File: src/rtl/fdiv_pkg.sv
package fdiv_pkg;
  localparam int unsigned FDIV_W_NARROW = 8;
  localparam int unsigned FDIV_W_WIDE   = 13;

  // number of bits needed to hold v (0 for v == 0)
  function automatic int unsigned fdiv_bitlen(input int unsigned v);
    int unsigned len;
    len = 0;
    for (int i = 0; i < 32; i++) begin
      if (v[i]) len = i + 1;
    end
    return len;
  endfunction

  // left shift that fills a field of width w with the ratio constants
  function automatic int unsigned fdiv_fill_shift(input int unsigned diff,
                                                  input int unsigned n,
                                                  input int unsigned w);
    return w - fdiv_bitlen(diff | n);
  endfunction
endpackage

File: src/rtl/fdiv_phase_acc.sv
module fdiv_phase_acc #(
  parameter int unsigned W = fdiv_pkg::FDIV_W_NARROW
) (
  input  logic         clk,
  input  logic         rst_n,
  input  logic         run,
  input  logic [W-1:0] madd,
  input  logic [W-1:0] msub,
  output logic         take_add,
  output logic         half_hi,
  output logic [W:0]   acc_q
);
  localparam int unsigned EW = W + 2;

  // restore the implied-negative subtract constant as a positive magnitude
  function automatic logic [W:0] implied_mag(input logic [W-1:0] f);
    return {1'b1, {W{1'b0}}} - {1'b0, f};
  endfunction

  logic          ratio_ok;
  logic [W:0]    sub_mag;
  logic [EW-1:0] acc_ext, trial, add_sum, m_span;
  logic          trial_neg;
  logic [W:0]    acc_d;

  assign ratio_ok  = |msub;
  assign sub_mag   = implied_mag(msub);
  assign acc_ext   = {1'b0, acc_q};
  assign trial     = acc_ext + {2'b11, msub};
  assign trial_neg = trial[EW-1];
  assign add_sum   = acc_ext + {2'b00, madd};
  assign m_span    = {2'b00, madd} + {1'b0, sub_mag};

  always_comb begin
    if (!run)           acc_d = '0;
    else if (!ratio_ok) acc_d = acc_q;
    else if (trial_neg) acc_d = add_sum[W:0];
    else                acc_d = trial[W:0];
  end

  assign take_add = run & ratio_ok & trial_neg;
  assign half_hi  = run & ratio_ok & ({acc_d, 1'b0} >= m_span);

  always_ff @(posedge clk) begin
    if (!rst_n) acc_q <= '0;
    else        acc_q <= acc_d;
  end
endmodule

File: src/rtl/fdiv_shaper.sv
module fdiv_shaper (
  input  logic clk,
  input  logic rst_n,
  input  logic stretch,
  input  logic take_add,
  input  logic half_hi,
  output logic tick,
  output logic clk_out
);
  logic tick_q, wide_q;

  always_ff @(posedge clk) begin
    if (!rst_n) begin
      tick_q <= 1'b0;
      wide_q <= 1'b0;
    end else begin
      tick_q <= take_add;
      wide_q <= take_add | half_hi;
    end
  end

  assign tick    = tick_q;
  assign clk_out = stretch ? wide_q : tick_q;
endmodule

File: src/rtl/fdiv_top.sv
module fdiv_top #(
  parameter int unsigned W = fdiv_pkg::FDIV_W_NARROW
) (
  input  logic         clk,
  input  logic         rst_n,
  input  logic [W-1:0] cfg_madd,
  input  logic [W-1:0] cfg_msub,
  input  logic         cfg_run,
  input  logic         cfg_stretch,
  output logic         div_tick,
  output logic         div_clk
);
  logic       take_add;
  logic       half_hi;
  logic [W:0] acc_q;

  fdiv_phase_acc #(.W(W)) u_acc (
    .clk      (clk),
    .rst_n    (rst_n),
    .run      (cfg_run),
    .madd     (cfg_madd),
    .msub     (cfg_msub),
    .take_add (take_add),
    .half_hi  (half_hi),
    .acc_q    (acc_q)
  );

  fdiv_shaper u_shape (
    .clk      (clk),
    .rst_n    (rst_n),
    .stretch  (cfg_stretch),
    .take_add (take_add),
    .half_hi  (half_hi),
    .tick     (div_tick),
    .clk_out  (div_clk)
  );
endmodule

File: config.mk
export PLATFORM = sky130hd
export DESIGN_NAME = fdiv_top
export DESIGN_NICKNAME = d
export VERILOG_FILES = /design/src/rtl/fdiv_pkg.sv /design/src/rtl/fdiv_phase_acc.sv /design/src/rtl/fdiv_shaper.sv /design/src/rtl/fdiv_top.sv
export SDC_FILE = /design/constraint.sdc
export NUM_CORES = 1
export LEC_CHECK = 0
export BUFFER_PORTS_ARGS = -buffer_cell sky130_fd_sc_hd__buf_4
export CAP_MARGIN = 20
export CORE_MARGIN = 2
export CORE_UTILIZATION = 45
export DETAILED_ROUTE_END_ITERATION = 6
export HOLD_SLACK_MARGIN = 0.1
export PLACE_DENSITY_LB_ADDON = 0.2
export SLEW_MARGIN = 20
export SYNTH_ARGS = -nofsm -noshare
export SYNTH_HDL_FRONTEND = slang
export SYNTH_HIERARCHICAL = 1
export SYNTH_SLANG_ARGS = --single-unit
File: constraint.sdc
create_clock -name clk -period 5.85 [get_ports clk]
set_clock_uncertainty 0.1 [all_clocks]
set_input_delay 1.755 -clock clk [delete_from_list [all_inputs] [get_ports clk]]
set_output_delay 1.755 -clock clk [all_outputs]
set_load 0.01 [all_outputs]
==> results of run 1 <==
-- sequential cells by signal, indices dropped and copies added (netlist names) --
register	cells
u_shape/wide_q	1
u_acc/acc_q	9
u_shape/tick	1
-- metrics by stage --
stage               hold slack [ps]  power [W]  utilization  instances
detailed placement              428   0.000399        0.521        306
CTS                             435   0.000480        0.532        310
global route                    500   0.000528        0.532        310
finish                          444   0.000480        0.532        310
global placement                416   0.000398        0.521        306
floorplan                       394   0.000329            -        237
-- critical path: stages --
cell and delay (ps):
buf_4 120, ha_1 300, a211oi_2 300, o21ba_2 240, o21a_1 320, mux2i_1 220, o21ai_0 100, and2_1 170
ha_1 270, nor2b_1 130, o21a_1 160, o21a_1 150, o21ai_0 180, a31oi_1 120, o311a_1 290, o21a_1 180
-- power by group through the flow --
| stage | sequential [W] | clock [W] | combinational [W] |
|---|---|---|---|
| CTS | 0.0000953 | 0.0000790 | 0.000305 |
| floorplan | 0.0000937 | 0 | 0.000236 |
| detailed placement | 0.0000969 | 0 | 0.000303 |
| global placement | 0.0000967 | 0 | 0.000302 |
| global route | 0.0000968 | 0.0000850 | 0.000346 |
| finish | 0.0000950 | 0.0000775 | 0.000308 |
-- how the worst max path moves through the flow --
stage	slack (ps)	start	cells after the start	end
after floorplan	1090	cfg_msub[1]	16	u_shape/wide_q$_SDFF_PN0_
after detailed placement	660	cfg_msub[1]	16	u_shape/wide_q$_SDFF_PN0_
after CTS	890	cfg_msub[1]	16	u_shape/wide_q$_SDFF_PN0_
after global placement	730	cfg_msub[1]	16	u_shape/wide_q$_SDFF_PN0_
after global routing	650	cfg_msub[1]	16	u_shape/wide_q$_SDFF_PN0_
final	880	cfg_msub[1]	16	u_shape/wide_q$_SDFF_PN0_
-- placed cells by master, fill, tap and decap left out, types with 2 or more instances in the layout --
cell      count
o21ai_1       2
o211ai_1      2
nand3_1       3
a311oi_1      3
nand4_1       2
clkbuf_8      3
a211o_1       2
nor3b_1       2
a21oi_1      12
a211oi_1      8
o21a_1       12
mux2i_1       3
o31a_1        3
o31ai_1       2
and2_1        5
and3_1        2
nand3b_1      2
nor3_1       10
a31oi_1       4
nand2_1      11
inv_1        15
or2_2         2
a21o_1        5
buf_4        22
or3_1         6
o21ba_2       2
nor2b_1       5
xnor2_1       9
o21ai_0      11
nor2_1       22
ha_1         34
xor2_1        7
dfxtp_1      11
fa_1          3
-- per-layer routing --
layer	vias to the layer above	track usage	wire length, um	share of wire
li1	929	-	-	-
met1	795	0.306	2270	0.48
met2	39	0.377	2160	0.46
met3	4	0.0341	195	0.042
met4	0	0.0319	57	0.012
met5	-	0	0	0
-- cells by family (layout without fill, tap and decap cells) --
| kind of cell | Yosys count | after routing | synth area share |
|---|---|---|---|
| adder cells (fa/ha/maj) | 37 | 37 | 0.257 |
| flip-flops | 11 | 11 | 0.116 |
| AND/OR/NAND/NOR | 75 | 75 | 0.202 |
| AO/OA/AOI/OAI | 76 | 76 | 0.287 |
| buffers and inverters | 18 | 41 | 0.0403 |
| multiplexers | 4 | 4 | 0.0238 |
| XOR/XNOR | 16 | 16 | 0.0741 |
-- area by class of cell --
cell class / count / area, um2
Multi-Input combinational cell: 208 / 1600
Fill cell: 393 / 1880
Inverter: 15 / 56.3
Timing Repair Buffer: 22 / 165
Tap cell: 50 / 62.6
Clock buffer: 4 / 45.0
Sequential cell: 11 / 220
==> results.md, run 1 <==
- F_max: 0.201 GHz
- Worst setup SP type: input pin
- Synth Instances: roughly 240
- Final Hold Vio Count: 0
- Placed cell areas: 2100 um2
- Synth Register Bits: 11
- Post-CTS Hold Buffers: 0
- RSZ-0062 raised after global routing: no
- Core box area: approximately 4000 um2
- Power per cell area: between 200 and 250 nW/um2
- Syn_nets: ~300
- Design area: 2140 um2
- Avg WL per Cell: about 15 um
- Postcts setup bufs: 0
- Std-Cell Rows: 23
- Port-buffer cells: 21
- Internal reg-to-reg setup slack: ~2200 ps
- Most common cell in the netlist: ha_1
- Slew Viols, Final: 0
- Clock transition at the registers of the reported paths: about 50 ps
- Crit path arrival time: approximately 5000 ps
- Syn Std Cell Area: 1890 um2
- Die W: around 70 um
- Comb power frac: 0.641
- Int Power: ~0.00028 W
- IO Pins: 22
- Die Ht: 68.8 um
- Hold worst-path end: u_acc/acc_q[8]$_SDFF_PN0_
- Pin count of the biggest net entering global routing: 18
- Worst Setup Slack, final: slightly below 900 ps
- Critical path class: input pin to flop
- Layout area overhead: 13.4%
- TritonCTS Buffers: 3
- Final GP Congestion: about 0.84
- CTS Root Cell: clkbuf_8
- Resized Gates After CTS: 0
- Yosys warning count: 6
- CP Capture Type: flop
- WP data required: a little under 6000 ps
- Fraction of layout cells with a size suffix above 1: 0.135
- Worst reg-to-reg path cell count: 15
- Hold path startpoint: u_acc/acc_q[8]$_SDFF_PN0_
- CTS tree: built
- Worst hold path depth: 2
- Sequential fraction of the synthesis area: 0.116
- Worst IR drop on VDD: between 0.0001 and 0.00015 V
- Synth top area share: 0.225
- Layout Nets: 318
- First-pass GRT wire length: 7.87 mm
- Asr flop ratio synth: 0
- Area contributors post-synth: ha_1 22%, dfxtp_1 12%, o21a_1 4.8%
- Clk network pwr share: 0.161
- Total negative slack: 0 ps
- Syn_area_per_cell: between 7 and 8 um2
- Reg-to-reg startpoint: u_acc/acc_q[1]$_SDFF_PN0_
- Drt pass-1 iters: 5
- Reg power frac: 0.198
- Initial DRC Count: 90
- Clock H-tree levels: 1
- Tot GR Track Use: 0.223
- Synth cell count leaders: 34 x ha_1, 22 x nor2_1, 15 x inv_1
- Initial Util: 0.470
- Die footprint: between 4000 and 5000 um2
- Min Tclk post-route: 4970 ps
- Worst Tran Pin Value: around 570 ps
- Vias: 1,767
- Biggest area consumer among synthesized cells: ha_1
- Number of synthesized flops with an enable pin: 0
- ANT nets after route: 0
- Status: completed
- Net Sw Power: around 0.0002 W
- Final HPWL DP: between 3 and 4 mm
- Fin crit share: 0.850
- Max_cap viols: 0
- RR Endpoint: u_shape/wide_q$_SDFF_PN0_
- GRT overflow: 0
- CTS max path bufs: 2
- Vias per cell: 5.70
- Maximum fanout along the worst path: 7
- Primary FF master, synth: dfxtp_1
- Initial antenna violation count: 0
- Sw Share: 0.424
- Setup-failing EPs final: 0
- Max transition margin: 0.620
- Leakage: 0.983 nW
- Remaining DRCs: 0
- Distinct cell type count after synthesis: between 40 and 50
- Detailed Route WL: between 4 and 5 mm
- Worst Hold Class: flop to flop
- Clock Latency Late Sink: around 240 ps
- DP Worst Slack: 656 ps
- Clk sinks: 11
- Vias in the first global route: approximately 1,700
- # diodes: 0
No activity file was read; power rests on OpenSTA's default activity.
==> run 2: changes to the inputs <==
- CORE_UTILIZATION: 45 -> 50
- SYNTH_HIERARCHICAL: 1 -> not set
==> results.md, run 2 <==
- Status: completed (unchanged)
- Crit-path max cell delay: 320 ps (about the same)
- Pin count of the biggest net entering global routing: 16 (was 18)
- Total negative slack: 0 ps (unchanged)
- Most frequent cells in the layout: 34 x ha_1, 22 x buf_4, 21 x nor2_1 (was 34 x ha_1, 22 x buf_4, 22 x nor2_1)
- Initial Util: 0.518 (was 0.470)
- Vias per cell: 5.83 (was 5.70)
- CTS tree: built (unchanged)
- Max FFs per register: 9 (unchanged)
- Yosys warning count: 0 (was 6)
- Power per cell area: 200 nW/um2 (was 224 nW/um2)
- Design area: 2130 um2 (was 2140 um2)
- GRT overflow: 0 (unchanged)
- Synth top area share: 0.226 (was 0.225)
- Die Ht: 65.4 um (was 68.8 um)
- DP Worst Slack: 985 ps (was 656 ps)
- Top reg by flops: u_acc.acc_q (was u_acc/acc_q)
- Initial DRC Count: 77 (was 90)
- Worst reg-to-reg path cell count: 14 (was 15)
- Slew Viols, Final: 0 (unchanged)
- Leading cell type in the layout, fill and taps excluded: ha_1 (unchanged)
- Synth Register Bits: 11 (unchanged)
- Crit path arrival time: 4640 ps (was 5000 ps)
- Die W: 65.4 um (was 68.8 um)
- Clock H-tree levels: 1 (unchanged)
- Worst IR drop on VDD: 0.000101 V (was 0.000115 V)
- WP data required: 5840 ps (was 5880 ps)
- Critical path class: input pin to flop (unchanged)
- ANT nets after route: 0 (unchanged)
- Non-Filler Instances: 296 (was 310)
- Final Hold Vio Count: 0 (unchanged)
- Layout Nets: 306 (was 318)
- Most common cell in the netlist: ha_1 (unchanged)
- Initial antenna violation count: 0 (unchanged)
- IO Pins: 22 (unchanged)
- Slowest CP cell: ha_1 (was o21a_1)
- Tot GR Track Use: 0.242 (was 0.223)
- Final GP Congestion: 0.922 (was 0.840)
- Vias: 1,725 (was 1,767)
- Remaining DRCs: 0 (unchanged)
- Syn_nets: 282 (was 294)
- Detailed Route WL: 4.45 mm (was 4.69 mm)
- Sequential fraction of the synthesis area: 0.117 (was 0.116)
- Hold Slack: 485 ps (was 444 ps)
- Distinct cell type count after synthesis: 51 (was 47)
- Synth cell count leaders: 34 x ha_1, 21 x nor2_1, 13 x nand2_1 (was 34 x ha_1, 22 x nor2_1, 15 x inv_1)
- Postcts setup bufs: 0 (unchanged)
- Placed cell areas: 2080 um2 (was 2100 um2)
- Clock transition at the registers of the reported paths: 50 ps (about the same)
- Min Tclk post-route: 4640 ps (was 4970 ps)
- RSZ-0062 raised after global routing: no (unchanged)
- TritonCTS Buffers: 3 (unchanged)
- Core box area: 3630 um2 (was 4030 um2)
- Maximum fanout along the worst path: 5 (was 7)
- Fin crit share: 0.794 (was 0.850)
- Max_cap viols: 0 (unchanged)
- Final HPWL DP: 3.81 mm (was 3.92 mm)
- Layout area overhead: 12.9% (was 13.4%)
- Vias in the first global route: 1,698 (was 1,693)
- Number of synthesized flops with an enable pin: 0 (unchanged)
- Syn Std Cell Area: 1880 um2 (was 1890 um2)
- Die footprint: 4270 um2 (was 4740 um2)
- Syn_area_per_cell: 8.37 um2 (was 7.98 um2)
- Worst setup SP type: input pin (unchanged)
- CTS Root Cell: clkbuf_8 (unchanged)
- CP Capture Type: flop (unchanged)
- Biggest area consumer among synthesized cells: ha_1 (unchanged)
- Primary FF master, synth: dfxtp_1 (unchanged)
- Resized Gates After CTS: 0 (unchanged)
- Max transition margin: 0.524 (was 0.620)
- Port-buffer cells: 21 (unchanged)
- Fraction of layout cells with a size suffix above 1: 0.157 (was 0.135)
- Drt pass-1 iters: 4 (was 5)
- Placed Cells incl. Taps: 292 (was 306)
- Worst Tran Pin Value: 710 ps (was 570 ps)
- Worst Hold Class: flop to flop (unchanged)
- Std-Cell Rows: 22 (was 23)
- # diodes: 0 (unchanged)
- Area contributors post-synth: ha_1 23%, dfxtp_1 12%, xor2_1 4.7% (was ha_1 22%, dfxtp_1 12%, o21a_1 4.8%)
- CTS max path bufs: 2 (unchanged)
- Worst Setup Slack, final: 1210 ps (was 877 ps)
- Avg WL per Cell: 15.0 um (was 15.1 um)
- Clk sinks: 11 (unchanged)
- Setup-failing EPs final: 0 (unchanged)
- Clock Latency Late Sink: 250 ps (was 240 ps)
- Asr flop ratio synth: 0 (unchanged)
- Leakage: 0.980 nW (was 0.983 nW)
- First-pass GRT wire length: 8.02 mm (was 7.87 mm)
- Post-CTS Hold Buffers: 0 (unchanged)
- Crit path cell chain: buf_4, ha_1, a211oi_2, o21ai_2, o21a_4, nor2_8, mux2i_1, a211oi_1, ha_1, nor2b_1, o21a_1, o21a_1, o21ai_0, a211o_1, a311oi_1 (was buf_4, ha_1, a211oi_2, o21ba_2, o21a_1, mux2i_1, o21ai_0, and2_1, ha_1, nor2b_1, o21a_1, o21a_1, o21ai_0, a31oi_1, o311a_1, o21a_1)
- Worst hold path depth: 2 (unchanged)
- Synth Instances: 225 (was 237)
- F_max: 0.215 GHz (was 0.201 GHz)
[run 2: cell types whose count changed after synthesis, sizes merged, moves of 3 or more]
cell,before,now
o21a,12,7
nand2,11,14
or2,3,0
xor2,7,10
o21bai,0,4
o41ai,0,3
inv,15,12
a21o,5,8
or3,6,1
a31oi,4,1
[run 2: worst paths after layout]
| kind | slack, ps | startpoint | end |
|---|---|---|---|
| max | 1210 | cfg_msub[1] | u_shape.wide_q$_SDFF_PN0_ |
| min | 490 | u_acc.acc_q[0]$_SDFF_PN0_ | u_acc.acc_q[0]$_SDFF_PN0_ |
| max reg2reg | 2410 | u_acc.acc_q[1]$_SDFF_PN0_ | u_shape.wide_q$_SDFF_PN0_ |
| min reg2reg | 490 | u_acc.acc_q[0]$_SDFF_PN0_ | u_acc.acc_q[0]$_SDFF_PN0_ |
[run 2: power by group]
part / internal [W] / switching (W)
logic: 0.000122 / 0.000134
registers: 0.0000830 / 0.00000741
clock network: 0.0000481 / 0.0000316
[run 2: cells by family after synthesis]
group	Yosys count	synth area share
AOI/OAI and AO/OA	72	0.290
xor gates and xnor gates	18	0.0837
DFF	11	0.117
buffers and inverters	15	0.0385
and+or+nand+nor	68	0.191
muxes	4	0.0219
adders and majority gates	37	0.258
[run 2: critical path, delay by kind of cell]
family          cells  cell delay (ps)
compound gates      9             1590
fa+ha+maj           2              630
simple gates        2              280
mux                 1              250
buf+inv             1              120
[run 2: stage by stage]
| stage | utilization | total power [W] |
|---|---|---|
| after floorplan | - | 0.000284 |
| after global placement | 0.573 | 0.000343 |
| after detailed placement | 0.573 | 0.000346 |
| after CTS | 0.585 | 0.000427 |
| after global routing | 0.585 | 0.000469 |
| final | 0.585 | 0.000426 |
[run 2: routing by layer]
| layer | part of all wire | track usage | vias up | wire, um |
|---|---|---|---|---|
| met2 | 0.44 | 0.388 | 25 | 1950 |
| met4 | 0.016 | 0.0781 | 0 | 71 |
| met1 | 0.52 | 0.353 | 802 | 2330 |
| li1 | - | - | 893 | - |
| met5 | 0 | 0 | - | 0 |
| met3 | 0.022 | 0.00514 | 5 | 99 |
[run 2: final cells by class]
type | instances | area, um2
Multi-Input combinational cell | 199 | 1590
Fill cell | 357 | 1510
Sequential cell | 11 | 220
Timing Repair Buffer | 22 | 165
Tap cell | 48 | 60.1
Clock buffer | 4 | 45.0
Inverter | 12 | 45.0
